--- config.mk ---
export PLATFORM = sky130hd
export DESIGN_NAME = ex_issue_ctrl
export DESIGN_NICKNAME = d
export VERILOG_FILES = /design/src/rtl/exi_pkg.sv /design/src/rtl/exi_mul_track.sv /design/src/rtl/exi_div_track.sv /design/src/rtl/exi_branch_unit.sv /design/src/rtl/ex_issue_ctrl.sv
export SDC_FILE = /design/constraint.sdc
export NUM_CORES = 1
export LEC_CHECK = 0
export CORE_AREA = 2 2 39 41
export CTS_BUF_LIST = sky130_fd_sc_hd__clkbuf_16
export DETAILED_ROUTE_END_ITERATION = 16
export DIE_AREA = 0 0 41 43
export DONT_BUFFER_PORTS = 1
export GPL_TIMING_DRIVEN = 0
export MAX_ROUTING_LAYER = met4
export PLACE_DENSITY = 0.68
export SLEW_MARGIN = 20
export SYNTH_ARGS = -nofsm -noshare
export SYNTH_HDL_FRONTEND = slang
export SYNTH_SLANG_ARGS = --single-unit
--- constraint.sdc ---
create_clock -name clk -period 1.66 [get_ports clk]
set_clock_uncertainty 0.1 [all_clocks]
set_input_delay 0.332 -clock clk [delete_from_list [all_inputs] [get_ports clk]]
set_output_delay 0.332 -clock clk [all_outputs]
set_load 0.02 [all_outputs]
--- src/rtl/exi_pkg.sv ---
package exi_pkg;
  typedef enum logic [2:0] {
    CLS_ALU = 3'd0,
    CLS_MEM = 3'd1,
    CLS_BR  = 3'd2,
    CLS_MUL = 3'd3,
    CLS_DIV = 3'd4
  } cls_e;
endpackage

--- src/rtl/exi_mul_track.sv ---
module exi_mul_track #(
  parameter int STAGES = 4
) (
  input  logic              clk,
  input  logic              rst,
  input  logic              push,
  output logic [STAGES-1:0] occ,
  output logic              any
);
  generate
    if (STAGES == 1) begin : g_one
      always_ff @(posedge clk) begin
        if (rst) occ <= '0;
        else     occ <= push;
      end
    end else begin : g_many
      always_ff @(posedge clk) begin
        if (rst) occ <= '0;
        else     occ <= {occ[STAGES-2:0], push};
      end
    end
  endgenerate

  assign any = |occ;
endmodule

--- src/rtl/exi_div_track.sv ---
module exi_div_track #(
  parameter int CYCLES = 4
) (
  input  logic clk,
  input  logic rst,
  input  logic start,
  output logic busy
);
  localparam int CW = (CYCLES > 2) ? $clog2(CYCLES) : 1;
  localparam logic [CW-1:0] LOAD = CW'(CYCLES - 1);

  logic [CW-1:0] cnt;

  always_ff @(posedge clk) begin
    if (rst)             cnt <= '0;
    else if (start)      cnt <= LOAD;
    else if (cnt != '0)  cnt <= cnt - 1'b1;
  end

  assign busy = (cnt != '0);
endmodule

--- src/rtl/exi_branch_unit.sv ---
module exi_branch_unit #(
  parameter int PC_W = 32
) (
  input  logic            clk,
  input  logic            rst,
  input  logic            br_issue,
  input  logic            taken,
  input  logic [PC_W-1:0] target,
  output logic            flush,
  output logic [PC_W-1:0] redirect_pc
);
  logic br_in_ex;

  always_ff @(posedge clk) begin
    if (rst) br_in_ex <= 1'b0;
    else     br_in_ex <= br_issue;
  end

  assign flush       = br_in_ex & taken;
  assign redirect_pc = flush ? target : '0;
endmodule

--- src/rtl/ex_issue_ctrl.sv ---
module ex_issue_ctrl #(
  parameter int PC_W       = 32,
  parameter int MUL_STAGES = 4,
  parameter int DIV_CYCLES = 4
) (
  input  logic                  clk,
  input  logic                  rst,
  input  logic                  dec_valid,
  input  logic [2:0]            dec_class,
  input  logic                  ex_br_taken,
  input  logic [PC_W-1:0]       ex_br_target,
  output logic                  issue,
  output logic                  stall,
  output logic                  flush,
  output logic [PC_W-1:0]       redirect_pc,
  output logic [MUL_STAGES-1:0] mul_occ,
  output logic                  div_busy
);
  import exi_pkg::*;

  logic is_mul, is_div, is_br;
  logic mul_any, may_enter;

  assign is_mul = (dec_class == CLS_MUL);
  assign is_div = (dec_class == CLS_DIV);
  assign is_br  = (dec_class == CLS_BR);

  // Multiplies overlap each other; everything else needs an empty multiplier.
  assign may_enter = !div_busy && (is_mul || !mul_any);
  assign issue     = dec_valid && may_enter && !flush;
  assign stall     = dec_valid && !may_enter && !flush;

  exi_mul_track #(.STAGES(MUL_STAGES)) u_mul (
    .clk  (clk),
    .rst  (rst),
    .push (issue && is_mul),
    .occ  (mul_occ),
    .any  (mul_any)
  );

  exi_div_track #(.CYCLES(DIV_CYCLES)) u_div (
    .clk   (clk),
    .rst   (rst),
    .start (issue && is_div),
    .busy  (div_busy)
  );

  exi_branch_unit #(.PC_W(PC_W)) u_br (
    .clk         (clk),
    .rst         (rst),
    .br_issue    (issue && is_br),
    .taken       (ex_br_taken),
    .target      (ex_br_target),
    .flush       (flush),
    .redirect_pc (redirect_pc)
  );
endmodule

# Yosys cells after proc, flatten, opt, wreduce, memory -nomap -nowiden
# Cells that the tools add are included.
totals:
  reg_bits: 7
  latchBits: 0
  ramBits: 0
  romBits: 0
  input_bits: 39
  output_inout_bits: 40
  word_cells: 27
  mem_count: 0
classes:
  addsub: 1
  n_mul: 0
  div: 0
  order_cmp: 0
  n_eq_ne: 3
  n_shift: 0
  muxes: 3
  n_bitwise: 1
  n_reduce_logical: 16
op_table:
  columns: ["operator", "n"]
  rows:
  - ["32-bit 2-to-1 mux", 1]
  - ["1-bit logical AND", 8]
  - ["3-bit by 2-bit equality test with 1-bit output, second input constant", 2]
  - ["1-bit logical NOT", 4]
  - ["2-bit 2-to-1 mux", 2]
  - ["2-bit nonzero test", 2]
  - ["4-bit OR reduction", 1]
  - ["3-bit equality test, second input constant", 1]
  - ["2-bit by 1-bit subtractor with 2-bit output, second input constant", 1]
  - ["1-bit bitwise AND", 1]
  - ["1-bit logical OR", 1]

# Logic depth before layout (Yosys ltp)
# Gate-level depths: netlist of the first run.
depth:
  depth_word: 8
  ltp_mapped: 5

# Cells and area by module
# From an unflattened synthesis of the first run, not the netlist that was laid out.
hier_totals:
  hier_cells: 72
  area_unflattened_um2: 593.1
modules_own_cells:
  columns: ["mod", "n_inst", "cells_per_inst", "area_per_inst_um2", "seq_area_each_um2"]
  rows:
  - ["exi_branch_unit", 1, 41, 291.5, 20.0]
  - ["exi_mul_track", 1, 9, 112.6, 80.1]
  - ["exi_div_track", 1, 11, 100.1, 40.0]
  - ["ex_issue_ctrl", 1, 11, 88.8, 0.0]

# Worst setup path after synthesis of the first run
# No wires, ideal clock.
synth_path:
  path_kind: "reg-to-output"
  startpoint: "register u_mul.occ[1]"
  endpoint: "output port issue"
  arrival_time_ns: 1.186
  t_required_ns: 1.228
  setup_slack_ns: 0.042
  stages_incl_launch_ff: 4
  path_cell_list: "dfxtp_1 > nor4_4 > o21ai_0 > nor2_1"
synth_between:
  elab_chain_cells: 6
synth_rtl:
  columns: ["element", "line", "rtl"]
  rows:
  - ["start, declared", "exi_mul_track.sv:7", "output logic [STAGES-1:0] occ,"]
  - ["start signal, assigned", "exi_mul_track.sv:19", "else occ <= {occ[STAGES-2:0], push};"]
  - ["4-bit OR reduction", "exi_mul_track.sv:24", "assign any = |occ;"]
  - ["1-bit logical NOT", "ex_issue_ctrl.sv:29", "assign may_enter = !div_busy && (is_mul || !mul_any);"]
  - ["1-bit logical OR", "ex_issue_ctrl.sv:29", null]
  - ["1-bit logical AND", "ex_issue_ctrl.sv:29", null]
  - ["1-bit logical AND (2 in series)", "ex_issue_ctrl.sv:30", "assign issue = dec_valid && may_enter && !flush;"]
  - ["end, declared", "ex_issue_ctrl.sv:12", "output logic issue,"]
# No other way between the ends.

# Worst setup path in the final report of the first run
layout_path:
  startpoint: "register u_mul.occ[2]"
  endpoint: "output port issue"
# The elaborated chain is that of the path after synthesis.

==> flow_summary.json, run 1 <==
{
  "grt_use_total_pct": 20.2,
  "cp.arrival_ps": 1200,
  "io_pins": 79,
  "status": "completed",
  "final_common_cell": "and3_1",
  "grt_pass1_vias": 477,
  "setup_violations": 0,
  "topRoutingLayerUsed": "met4",
  "power.leakage_uw": 0.000411,
  "drive_gt1_share_pct": 41.8,
  "p_switching_uw": 282,
  "gp_congestion": 0.677,
  "nets": 120,
  "grt.overflow.total": 0,
  "power-per-cell-area_nw_per_um2": 1250,
  "rows": 14,
  "yosysUniqueCellTypes": 22,
  "peakVddDrop_mv": 0.740,
  "dr_wl_met2_um": 869,
  "cts_buffers": 3,
  "area_delta_synth_final_pct": 30.6,
  "grt_pass1_wl_um": 2240,
  "slew-limit-headroom_pct": 82.3,
  "syn_inst": 74,
  "ant_nets": 0,
  "root_buffer": "clkbuf_16",
  "postLayoutCellArea_um2": 716,
  "clk_pin_slew_worst_paths_ps": 40,
  "dp_hpwl_um": 1220,
  "core_um2": 1380,
  "fmax_mhz": 611,
  "rsz0062_at_grt": "true",
  "drv_slew": 0,
  "worstMarginPinSlew_ps": 263,
  "die-area_um2": 1760,
  "ys_ff_latch": 7,
  "cts.sinks": 7,
  "yosysWarnings": 0,
  "antenna_found_initial": 0,
  "wl_met1_um": 523,
  "share_seq_of_total_power_pct": 23.0,
  "antennaDiodeCount": 0,
  "drc_errors": 0,
  "wl_per_cell_um": 17.1,
  "end_kind": "primary output",
  "drv_cap": 0,
  "p_clk_share_pct": 45.6,
  "p_comb_share_pct": 31.4,
  "period_share_pct": 98.6,
  "htree_levels": 1,
  "fin_crit_ps": 1640,
  "drt_wl_total_um": 1630,
  "drt-initial-drc-count": 8,
  "fin_ws_ps": 23.1,
  "start_kind": "flop",
  "syn-num-nets": 114,
  "dpl_cell_area_um2": 568,
  "dr.pass1.iters": 4,
  "critical_path_class": "flop to primary output",
  "io_buffers": 0,
  "ys_seq_area_share_pct": 25.6,
  "internal_power_uw": 614,
  "die-height_um": 43,
  "wl_met3_um": 186,
  "final_cell_mix": "17 x and3_1, 15 x and3_2, 6 x inv_1",
  "syn_avg_cell_area_um2": 7.41,
  "synth.cell_area_um2": 548,
  "grt_max_degree": 11,
  "die_w_um": 41,
  "crit_required_ps": 1230,
  "vias": 567,
  "hp-class": "input port to flop",
  "initial_core_util_pct": 39.6,
  "hold_viol": 0,
  "crit_path_max_fanout": 3,
  "clock_latency_ps": 230,
  "clockBufferDepth": 2,
  "post-place-ws_ps": -56.7,
  "tritoncts": "yes",
  "vias_per_cell": 5.97,
  "power.share.switching_pct": 31.4
}
==> synthesized netlist by cell type <==
| cell type | instances | share of area [%] |
|---|---|---|
| nor3b_1 | 1 | 1.4 |
| a21o_1 | 1 | 1.4 |
| nor2b_1 | 4 | 4.6 |
| nand4_1 | 1 | 1.1 |
| inv_1 | 5 | 3.4 |
| nor3_1 | 1 | 0.91 |
| nor4_2 | 1 | 2.3 |
| o22ai_1 | 1 | 1.1 |
| clkbuf_1 | 6 | 4.1 |
| inv_2 | 1 | 0.68 |
| nor2_1 | 2 | 1.4 |
| and3_1 | 32 | 37 |
| o21ai_0 | 1 | 0.91 |
| a31oi_1 | 1 | 1.1 |
| nand4b_1 | 1 | 1.6 |
| nand2_1 | 3 | 2.1 |
| nor4_4 | 1 | 3.9 |
| nand2b_1 | 1 | 1.1 |
| dfxtp_1 | 7 | 26 |
| a21oi_1 | 1 | 0.91 |
| ha_1 | 1 | 2.3 |
| and3b_1 | 1 | 1.6 |
==> metal layers <==
layer  track usage [%]  vias up
met5                 -        -
met4              12.7        0
met3              9.42        7
met2              32.5       43
met1              17.9      244
li1                  -      273
==> state kept, by name, summed over array words and instances (netlist names) <==
name,flops
u_br.br_in_ex,1
u_div.cnt,2
u_mul.occ,4
==> logic make-up after synthesis <==
group / synth area share (%)
adder cells (fa/ha/maj): 2.28
flip-flops: 25.6
AO/OA/AOI/OAI: 5.48
AND/OR/NAND/NOR: 58.4
buffers and inverters: 8.22
==> worst max-delay path, cell delays in order, from the launching register on <==
cell and delay (ps):
dfxtp_4 370, nor4_4 330, o21ai_2 110, nor2_4 160
==> power by group through the flow <==
| stage | combinational (uW) | sequential, uW | clock (uW) |
|---|---|---|---|
| 2_1_floorplan | 186 | 206 | 0 |
| 3_3_place_gp | 206 | 207 | 0 |
| 3_5_place_dp | 210 | 209 | 0 |
| 4_1_cts | 258 | 207 | 415 |
| 5_1_grt | 312 | 208 | 423 |
| 6_report | 281 | 206 | 408 |
==> final timing paths <==
path | startpoint | end | slack [ps] | cells after the start
setup / recovery | u_mul.occ[2]$_SDFF_PP0_ | issue | 20 | 3
hold / removal | rst | u_mul.occ[3]$_SDFF_PP0_ | 60 | 1
setup reg to reg | u_mul.occ[2]$_SDFF_PP0_ | u_div.cnt[0]$_SDFFE_PP0P_ | 300 | 4
hold reg to reg | u_mul.occ[2]$_SDFF_PP0_ | u_mul.occ[3]$_SDFF_PP0_ | 440 | 1
==> layout make-up <==
type                            count  area [um^2]
Clock inverter                      1         3.75
Clock buffer                        3         75.1
Fill cell                         130          668
Multi-Input combinational cell     55          413
Buffer                              6         26.3
Sequential cell                     7          148
Tap cell                           16         20.0
Inverter                            6         22.5
Timing Repair Buffer                1         7.51
==> stage by stage <==
step	setup TNS (ps)	cells	total power [uW]	hold slack, ps	util (%)
6_report	0	95	896	59.1	51.7
5_1_grt	-51.9	95	944	56.2	51.7
4_1_cts	-9.06	95	880	55.2	49.9
3_5_place_dp	-56.7	90	419	307	41.0
3_3_place_gp	-55.2	90	413	304	41.0
2_1_floorplan	0	74	391	303	-
==> repair_timing <==
| item | CTS | global route |
|---|---|---|
| setup buffers | 1 | 0 |
| endpoints found under the setup margin | 14 | 16 |
| hold buffers | 0 | 0 |
| gates resized for setup | 18 | 14 |
| pin swaps | 3 | 1 |
(Power assumes the default switching activity.)
==> inputs of run 2 (changes only) <==
--- a/config.mk
+++ b/config.mk
@@ -5,14 +5,14 @@
 export SDC_FILE = /design/constraint.sdc
 export NUM_CORES = 1
 export LEC_CHECK = 0
-export CORE_AREA = 2 2 39 41
+export CORE_AREA = 8 8 45 47
 export CTS_BUF_LIST = sky130_fd_sc_hd__clkbuf_16
 export DETAILED_ROUTE_END_ITERATION = 16
-export DIE_AREA = 0 0 41 43
+export DIE_AREA = 0 0 53 55
 export DONT_BUFFER_PORTS = 1
 export GPL_TIMING_DRIVEN = 0
 export MAX_ROUTING_LAYER = met4
-export PLACE_DENSITY = 0.68
+export PLACE_DENSITY = 0.67
 export SLEW_MARGIN = 20
 export SYNTH_ARGS = -nofsm -noshare
 export SYNTH_HDL_FRONTEND = slang
==> run 2 against run 1 <==
Critical endpoint is now redirect_pc[6]; the flow now finishes with violations (negative setup slack); largest cell class unchanged; routed wire length rose by 26%; global-route usage down 7.4 points; combinational power is 8.9% lower; highest routed layer unchanged; final area down 3.0%; non-clock buffer count is 1 higher; flip-flop and latch count unchanged; critical path type unchanged.
==> flow_summary.json, run 2 (same netlist as run 1, synthesis figures left out) <==
{
  "gp_congestion": 0.681,
  "drt-initial-drc-count": 6,
  "startpoint": "u_br.br_in_ex$_SDFF_PP0_",
  "largest_register_ff_count": 4,
  "rows": 14,
  "rr_worst_depth": 5,
  "r2r-start": "u_mul.occ[1]$_SDFF_PP0_",
  "final_common_cell": "and3_1",
  "p_comb_share_pct": 29.8,
  "cts_buffers": 3,
  "power.share.switching_pct": 30.6,
  "clock_latency_ps": 230,
  "clk_pin_slew_worst_paths_ps": 40,
  "postLayoutCellArea_um2": 694,
  "htree_levels": 1,
  "crit_required_ps": 1230,
  "dp_hpwl_um": 1670,
  "dr.pass1.iters": 3,
  "final_cell_mix": "31 x and3_1, 6 x inv_1, 5 x clkbuf_1",
  "hold_start": "rst",
  "root_buffer": "clkbuf_16",
  "fin_ws_ps": -5.47,
  "worstMarginPinSlew_ps": 272,
  "initial_core_util_pct": 39.6,
  "drive_gt1_share_pct": 21.3,
  "hp-class": "input port to flop",
  "power-per-cell-area_nw_per_um2": 1240,
  "fin_crit_ps": 1670,
  "die-height_um": 55,
  "min_path_cells": 1,
  "antennaDiodeCount": 0,
  "post-place-ws_ps": -88.9,
  "share_seq_of_total_power_pct": 23.8,
  "core_um2": 1380,
  "io_pins": 79,
  "reg_top3": "u_mul.occ: 4 flops, u_div.cnt: 2 flops, u_br.br_in_ex: 1 flops",
  "rsz0062_at_grt": "true",
  "crit_path_max_fanout": 10,
  "peakVddDrop_mv": 0.791,
  "power.leakage_uw": 0.000411,
  "critical_path_class": "flop to primary output",
  "drv_cap": 0,
  "die_w_um": 53,
  "die-area_um2": 2920,
  "tritoncts": "yes",
  "wl_per_cell_um": 21.3,
  "violations": "negative setup slack",
  "start_kind": "flop",
  "p_switching_uw": 262,
  "period_share_pct": 100,
  "cts.sinks": 7,
  "fmax_mhz": 600,
  "grt_use_total_pct": 12.8,
  "drc_errors": 0,
  "drt_wl_total_um": 2050,
  "nets": 121,
  "grt_pass1_wl_um": 2700,
  "grt_pass1_vias": 545,
  "grt_max_degree": 11,
  "hold_buffers": 0,
  "internal_power_uw": 595,
  "antenna_found_initial": 0,
  "setup_violations": 3,
  "io_buffers": 0,
  "slew-limit-headroom_pct": 81.9,
  "area_delta_synth_final_pct": 26.7,
  "status": "finished, violations left",
  "vias": 591,
  "end_kind": "primary output",
  "hold_viol": 0,
  "dpl_cell_area_um2": 568,
  "regMostFlops": "u_mul.occ",
  "cp.arrival_ps": 1230,
  "drv_slew": 0,
  "grt.overflow.total": 0,
  "p_clk_share_pct": 46.5,
  "vias_per_cell": 6.16,
  "clockBufferDepth": 2,
  "ant_nets": 0
}
-- run 2: layer usage --
metal | vias up | global-route usage, % | share of wire, %
met5 | - | - | 0
met1 | 262 | 10.5 | 30
met2 | 50 | 24.0 | 50
li1 | 277 | - | -
met3 | 2 | 6.95 | 20
met4 | 0 | 3.88 | 0.54
-- run 2: power by group through the flow --
stage	logic (uW)	registers (uW)	clock network, uW
floorplan	186	206	0
global placement	210	207	0
detailed placement	213	209	0
CTS	258	206	406
global route	283	205	415
finish	256	204	399
-- run 2: path summary, 6_finish.rpt --
check / slack, ps / to
setup / recovery: -5 / redirect_pc[6]
hold / removal: 60 / u_mul.occ[1]$_SDFF_PP0_
setup reg to reg: 260 / u_br.br_in_ex$_SDFF_PP0_
hold reg to reg: 390 / u_div.cnt[0]$_SDFFE_PP0P_
-- run 2: per-stage QoR --
step / utilization [%] / hold slack (ps) / setup TNS, ps / cells / power [uW]
after floorplan: - / 303 / 0 / 74 / 391
after global placement: 41.0 / 304 / -76.4 / 90 / 417
after detailed placement: 41.0 / 307 / -138 / 90 / 422
after CTS: 49.5 / 60.8 / 0 / 95 / 870
after global routing: 50.2 / 59.0 / -2280 / 96 / 904
final: 50.2 / 63.3 / -12.8 / 96 / 858
-- run 2: area by class of cell --
class / count / area [um^2]
Tap cell: 16 / 20.0
Timing Repair Buffer: 2 / 15.0
Buffer: 6 / 22.5
Fill cell: 124 / 689
Inverter: 6 / 22.5
Clock buffer: 3 / 75.1
Sequential cell: 7 / 150
Multi-Input combinational cell: 55 / 385
Clock inverter: 1 / 3.75
-- run 2: critical path, cell delays in order (launching register included) --
cell and delay (ps):
dfxtp_1 390, clkbuf_1 270, and3_1 340
-- run 2: what timing repair did --
action	4_1_cts	5_1_grt
resized for setup	13	2
pin swaps	3	2
endpoints found under the setup margin	3	32
cloned	0	0
setup buffers	1	1
